--- config.mk ---
export PLATFORM = sky130hd
export DESIGN_NAME = irq_ctl_sr
export DESIGN_NICKNAME = d
export VERILOG_FILES = /design/src/rtl/irq_ctl_sr.sv
export SDC_FILE = /design/constraint.sdc
export NUM_CORES = 1
export LEC_CHECK = 0
export ABC_AREA = 1
export BUFFER_PORTS_ARGS = -buffer_cell sky130_fd_sc_hd__buf_2
export CAP_MARGIN = 0
export CORE_MARGIN = 8
export CORE_UTILIZATION = 46
export CTS_BUF_LIST = sky130_fd_sc_hd__clkbuf_2
export DETAILED_ROUTE_END_ITERATION = 6
export PLACE_DENSITY_LB_ADDON = 0.08
export SLEW_MARGIN = 10
export SYNTH_ARGS = -nofsm -noshare
export SYNTH_HDL_FRONTEND = slang
export SYNTH_SLANG_ARGS = --single-unit
--- constraint.sdc ---
create_clock -name clk -period 2.3 [get_ports clk]
set_input_delay 0.115 -clock clk [delete_from_list [all_inputs] [get_ports clk]]
set_output_delay 0.115 -clock clk [all_outputs]
set_load 0.01 [all_outputs]
--- src/rtl/irq_ctl_sr.sv ---
module irq_ctl_sr #(
  parameter int SR_W = 32,
  parameter int IE_W = 8,
  parameter int RB_W = 16
) (
  input  logic            clk,
  input  logic            rst_n,
  input  logic            cmd_we,
  input  logic [3:0]      cmd,
  input  logic [7:0]      opnd,
  input  logic [1:0]      lane,
  output logic [SR_W-1:0] status,
  output logic [IE_W-1:0] ie_mask,
  output logic [1:0]      irq_mode,
  output logic [RB_W-1:0] rdback
);
  localparam int GIE = 5;
  localparam logic [3:0] C_DI   = 4'd1;
  localparam logic [3:0] C_EI   = 4'd2;
  localparam logic [3:0] C_DIM  = 4'd3;
  localparam logic [3:0] C_EIM  = 4'd4;
  localparam logic [3:0] C_MODE = 4'd5;
  localparam logic [3:0] C_SRW  = 4'd6;
  localparam logic [3:0] C_RB   = 4'd7;

  logic [SR_W-1:0] sr_q, sr_d;
  logic [IE_W-1:0] ie_q, ie_d;
  logic [1:0]      md_q, md_d;
  logic [RB_W-1:0] rb_q, rb_d;
  logic [IE_W-1:0] sel;

  assign sel = opnd[IE_W-1:0];

  always_comb begin
    sr_d = sr_q;
    ie_d = ie_q;
    md_d = md_q;
    rb_d = rb_q;
    if (cmd_we) begin
      case (cmd)
        C_DI:   sr_d[GIE] = 1'b0;
        C_EI:   sr_d[GIE] = 1'b1;
        C_DIM: begin
          ie_d = ie_q & ~sel;
          if (opnd[0]) sr_d[GIE] = 1'b0;
        end
        C_EIM: begin
          ie_d = ie_q | sel;
          if (opnd[0]) sr_d[GIE] = 1'b1;
        end
        C_MODE: md_d = opnd[1:0];
        C_SRW: begin
          case (lane)
            2'd1: sr_d[31:24] = opnd;
            2'd2: sr_d[23:16] = opnd;
            2'd3: sr_d[15:8]  = opnd;
            default: ;
          endcase
        end
        C_RB:   rb_d = sr_q[RB_W-1:0];
        default: ;
      endcase
    end
  end

  always_ff @(posedge clk) begin
    if (!rst_n) begin
      sr_q <= '0;
      ie_q <= '0;
      md_q <= '0;
      rb_q <= '0;
    end else begin
      sr_q <= sr_d;
      ie_q <= ie_d;
      md_q <= md_d;
      rb_q <= rb_d;
    end
  end

  assign status   = sr_q;
  assign ie_mask  = ie_q;
  assign irq_mode = md_q;
  assign rdback   = rb_q;


  idle_hold_chk: assert property (@(posedge clk) disable iff (!rst_n)
    !cmd_we |=> $stable(status) && $stable(ie_mask) && $stable(irq_mode) && $stable(rdback));


  flags_fixed_chk: assert property (@(posedge clk) disable iff (!rst_n)
    $stable({status[7:6], status[4:0]}));


  gdis_chk: assert property (@(posedge clk) disable iff (!rst_n)
    cmd_we && cmd == C_DI |=> !status[GIE] && $stable(ie_mask));


  mdis_chk: assert property (@(posedge clk) disable iff (!rst_n)
    cmd_we && cmd == C_DIM |=> (ie_mask & $past(opnd)) == 8'h00);


  mena_chk: assert property (@(posedge clk) disable iff (!rst_n)
    cmd_we && cmd == C_EIM |=> (ie_mask & $past(opnd)) == $past(opnd));


  lane_hi_chk: assert property (@(posedge clk) disable iff (!rst_n)
    cmd_we && cmd == C_SRW && lane == 2'd1 |=> status[31:24] == $past(opnd));


  mode_chk: assert property (@(posedge clk) disable iff (!rst_n)
    cmd_we && cmd == C_MODE |=> irq_mode == $past(opnd[1:0]) && $stable(status));
endmodule

== After elaboration in Yosys (flattened, before gate mapping) ==
Index checks and enable logic that the tools add are counted.
Cells by class
  eq/ne operators: 12
  mux-type cells: 4
  bitwise logic cells: 3
  reduce and logical (&&, ||, !) cells: 9
Operators with widths (number)
  4-bit by 3-bit equality test with 1-bit output (second input constant): 4
  8-bit case mux with 2 select lines: 1
  3-bit AND reduction: 3
  8-bit bitwise AND: 1
  4-bit by 2-bit equality test with 1-bit output (second input constant): 2
  8-bit inverter: 1
  8-bit bitwise OR: 1
  2-bit AND reduction: 3
  2-bit equality test (second input constant): 2
  4-bit by 1-bit equality test with 1-bit output (second input constant): 1
  2-bit != test (second input constant): 2
  1-bit case mux with 4 select lines: 1
  4-bit AND reduction: 1
  4-bit nonzero test: 1
  2-bit by 1-bit equality test with 1-bit output (second input constant): 1
  1-bit two-way mux: 2
  2-bit nonzero test: 1
Storage, ports and cells
  flip-flop bits (word level): 44
  input port bits: 17
  output and inout bits: 58
  word-level logic and storage cells: 35

== Depth between registers and ports, before layout ==
  word-level depth: 3
  gate-level depth with buffers: 9
  gate-level depth less buffers: 8

== Worst setup path after synthesis ==
No wires, ideal clock.
  path type: input-to-reg
  from: in cmd[2]
  to: reg sr_q[5], in the netlist status[5]
  setup time: 115 ps
  arrival time: 810 ps
  required time: 2185 ps
  slack: 1375 ps
  stages: 8
  buffers on the path: 1
  path through: inv_2 > nor2_4 > nand2_2 > buf_4 > a21oi_1 > nand3_1 > nand2_1 > nor2_1
On the way
  longest elaborated chain between the ends: 3
  elaborated cells between the ends (all ways): 9
  those cells by class: 6 x eq/ne; 1 x mux; 2 x reduce/logical
Ends and longest elaborated chain
  start, declared: RTL line 9  | input logic [3:0] cmd,
  4-bit by 3-bit equality test with 1-bit output (tied with other cells): RTL line 40  | case (cmd)
  4-bit nonzero test (no source line) or 2-bit != test (tied branches)
  4-bit AND reduction (no source line)
  end signal, assigned: RTL line 73  | sr_q <= sr_d;
  end, declared: RTL line 26  | logic [SR_W-1:0] sr_q, sr_d;
Several ways; a longest one is shown, not always the timed one.
A chain may end at the register's enable or synchronous reset.

== Final worst setup path ==
  from: reg sr_q[5], in the netlist status[5]
  to: out status[5]
RTL lines
  end, declared: RTL line 12  | output logic [SR_W-1:0] status,
No word-level cell between the ends.

==> metrics <==
status finished clean; Worst Hold End irq_mode[0]; n_diodes 0; Power Density 588 nW/um^2; Synth Instances 255; f_max 0.913 GHz; Internal 1.00 mW; top cells by count, synth 66 x nor2_1, 44 x dfxtp_1, 30 x o21ai_0, 24 x nand2_1, 18 x inv_1; row count 23; met1 Usage GRT 17.8%; root buffer cell clkbuf_2; cell chain of the critical path buf_2; vias per cell 4.68; Main synth FF type dfxtp_1; Max-Cap Viols 0; final worst path period need approximately 1.1 ns; Die W 80.0 um; drt pass-1 iters 4; Reg power frac between 50% and 60%; latest clock arrival within the worst-skew pair 0.42 ns; wire per inst 12.6 um; Post-Synthesis Cell Area 1890 um^2; Port Buf Inserts 60; hold-critical path depth 4; Yosys top cell by area dfxtp_1; setup repair bufs after CTS 0; power share of the clock group 32.4%; crit-path max FO 3; R2R depth 2; top-area cell type share of the netlist area 46.7%; Tot Pwr 1.36 mW; DP HPWL 3.45 mm; Non-Filler Instances about 370; YS warnings 0; final hold vios 0; vias in the first global route ~1700; r2r endpoint status[19]; Avg Cell Area, Syn 7.40 um^2; sequential share of the synthesized area a little under half; worst slew pin tran about 0.65 ns; Synth area leaders dfxtp_1 47%, nor2_1 13%, o21ai_0 8.0%; Comb pwr share between 10% and 20%; post-layout util 58.1%; delay-heaviest family, CP flip-flops; Post-route DRC 0; vias post-DR 1744; switching pwr roughly 350 uW; CP Launch Type flip-flop; worst path bufs/invs 1; EDFF count, synth 0; sum of negative setup slack 0 ns; post-route ant nets 0; Req. time, crit path 2.18 ns; Total GRT Usage 15.1%; Die ar. 6410 um^2; Critical-path top delay cell dfxtp_1; initial drt markers 48; CTS tree done; grt met2 use about a quarter; most common cell in the synthesized netlist nor2_1; antenna violations before repair 0; Initial Util a little under half; routability cong. slightly above 0.8; first-pass GRT wire length 7.71 mm; reg2reg start status[19]; placed insts 357; TritonCTS Buffers 5; Overflow after GRT 0; Die Height 80.0 um; largest net degree at the start of global routing 45; layout cells sized above 1 25.7%; RSZ-0062 raised after global routing false; fin nets 339; clock sink total 44; Layout Skew 0.00239 ns; HP Class primary input to flip-flop; Bufs on Longest Clock Path 2; CTS Hold Bufs 8; Synth cell types 21; crit path kind flip-flop to output port; Critical Path Sink Type output port; Max VDD drop 0.344 mV; FFs w/ async S/R, synth 0%; crit-path max cell delay 0.41 ns; busiest grt layer met2; met3 usage 6.64%; crit path DAT 0.98 ns; Resized Gates After CTS 0; Area Overhead vs Synth 22.3%; Sw Ratio 25.9%; hold path start cmd[0]; Yosys reg bits 44; H-tree depth 2; Leakage 1.16 nW; crit share post-route a little under half; clock transition at the registers of the reported paths between 0.2 and 0.25 ns; max-slew violations 0; IO Count 75; final setup fails 0; DRT Wirelength between 4 and 5 mm; reg-to-reg setup timing slack ~1.6 ns; core area 3970 um^2; Max-slew headroom 56.9%
cells by family (layout without fill, tap and decap cells):
logic type,after synthesis,in the layout,share of synthesized area [%]
buf+inv,43,98,11.7
other cells,1,14,0.199
simple gates,121,121,28.6
compound gates,46,46,12.8
flops,44,44,46.7
stage by stage:
stage          setup slack (ns)  hold WS [ns]  area, um^2
3_3_place_gp               1.15         0.413        2160
5_1_grt                    1.14         0.110        2310
6_report                   1.20         0.109        2310
3_5_place_dp               1.11         0.419        2160
2_1_floorplan              1.38         0.253        1940
4_1_cts                    1.19        0.0951        2310
cell type report:
type / instances / area, um^2
multi-input combinational: 181 / 833
inverter: 22 / 82.6
clock buffer: 5 / 25.0
sequential: 44 / 881
timing repair buffer: 68 / 380
fill: 403 / 1660
tap: 50 / 62.6
clock inverter: 3 / 42.5
power groups by stage:
stage          Clock (mW)  Combinational, mW  Sequential [mW]
3_5_place_dp            0              0.125            0.796
2_1_floorplan           0             0.0883            0.802
5_1_grt             0.474              0.153            0.784
4_1_cts             0.453              0.136            0.782
3_3_place_gp            0              0.124            0.796
6_report            0.439              0.136            0.782
layer usage:
layer,vias up,routed length [um]
li1,923,-
met1,767,2140
met2,48,2070
met3,6,422
met4,0,60
met5,-,0
how the worst max path moves through the flow:
stage          startpoint    endpoint  slack (ns)  cells past startpoint
2_1_floorplan      cmd[2]   status[5]        1.38                      8
3_3_place_gp       cmd[3]  status[12]        1.15                      7
3_5_place_dp       cmd[3]  status[19]        1.11                      6
4_1_cts        status[14]  status[14]        1.19                      1
5_1_grt        status[13]  status[13]        1.14                      1
6_report        status[5]   status[5]        1.20                      1
layout by cell type (no fill, tap or decap), drive strengths merged, types with 9 or more instances in the layout:
master	count
o21ai	35
nand2	30
nand4	9
a21oi	11
dfxtp	44
buf	60
inv	22
conb	14
nor2	70
Note: power is estimated with default switching activity, not from simulation.
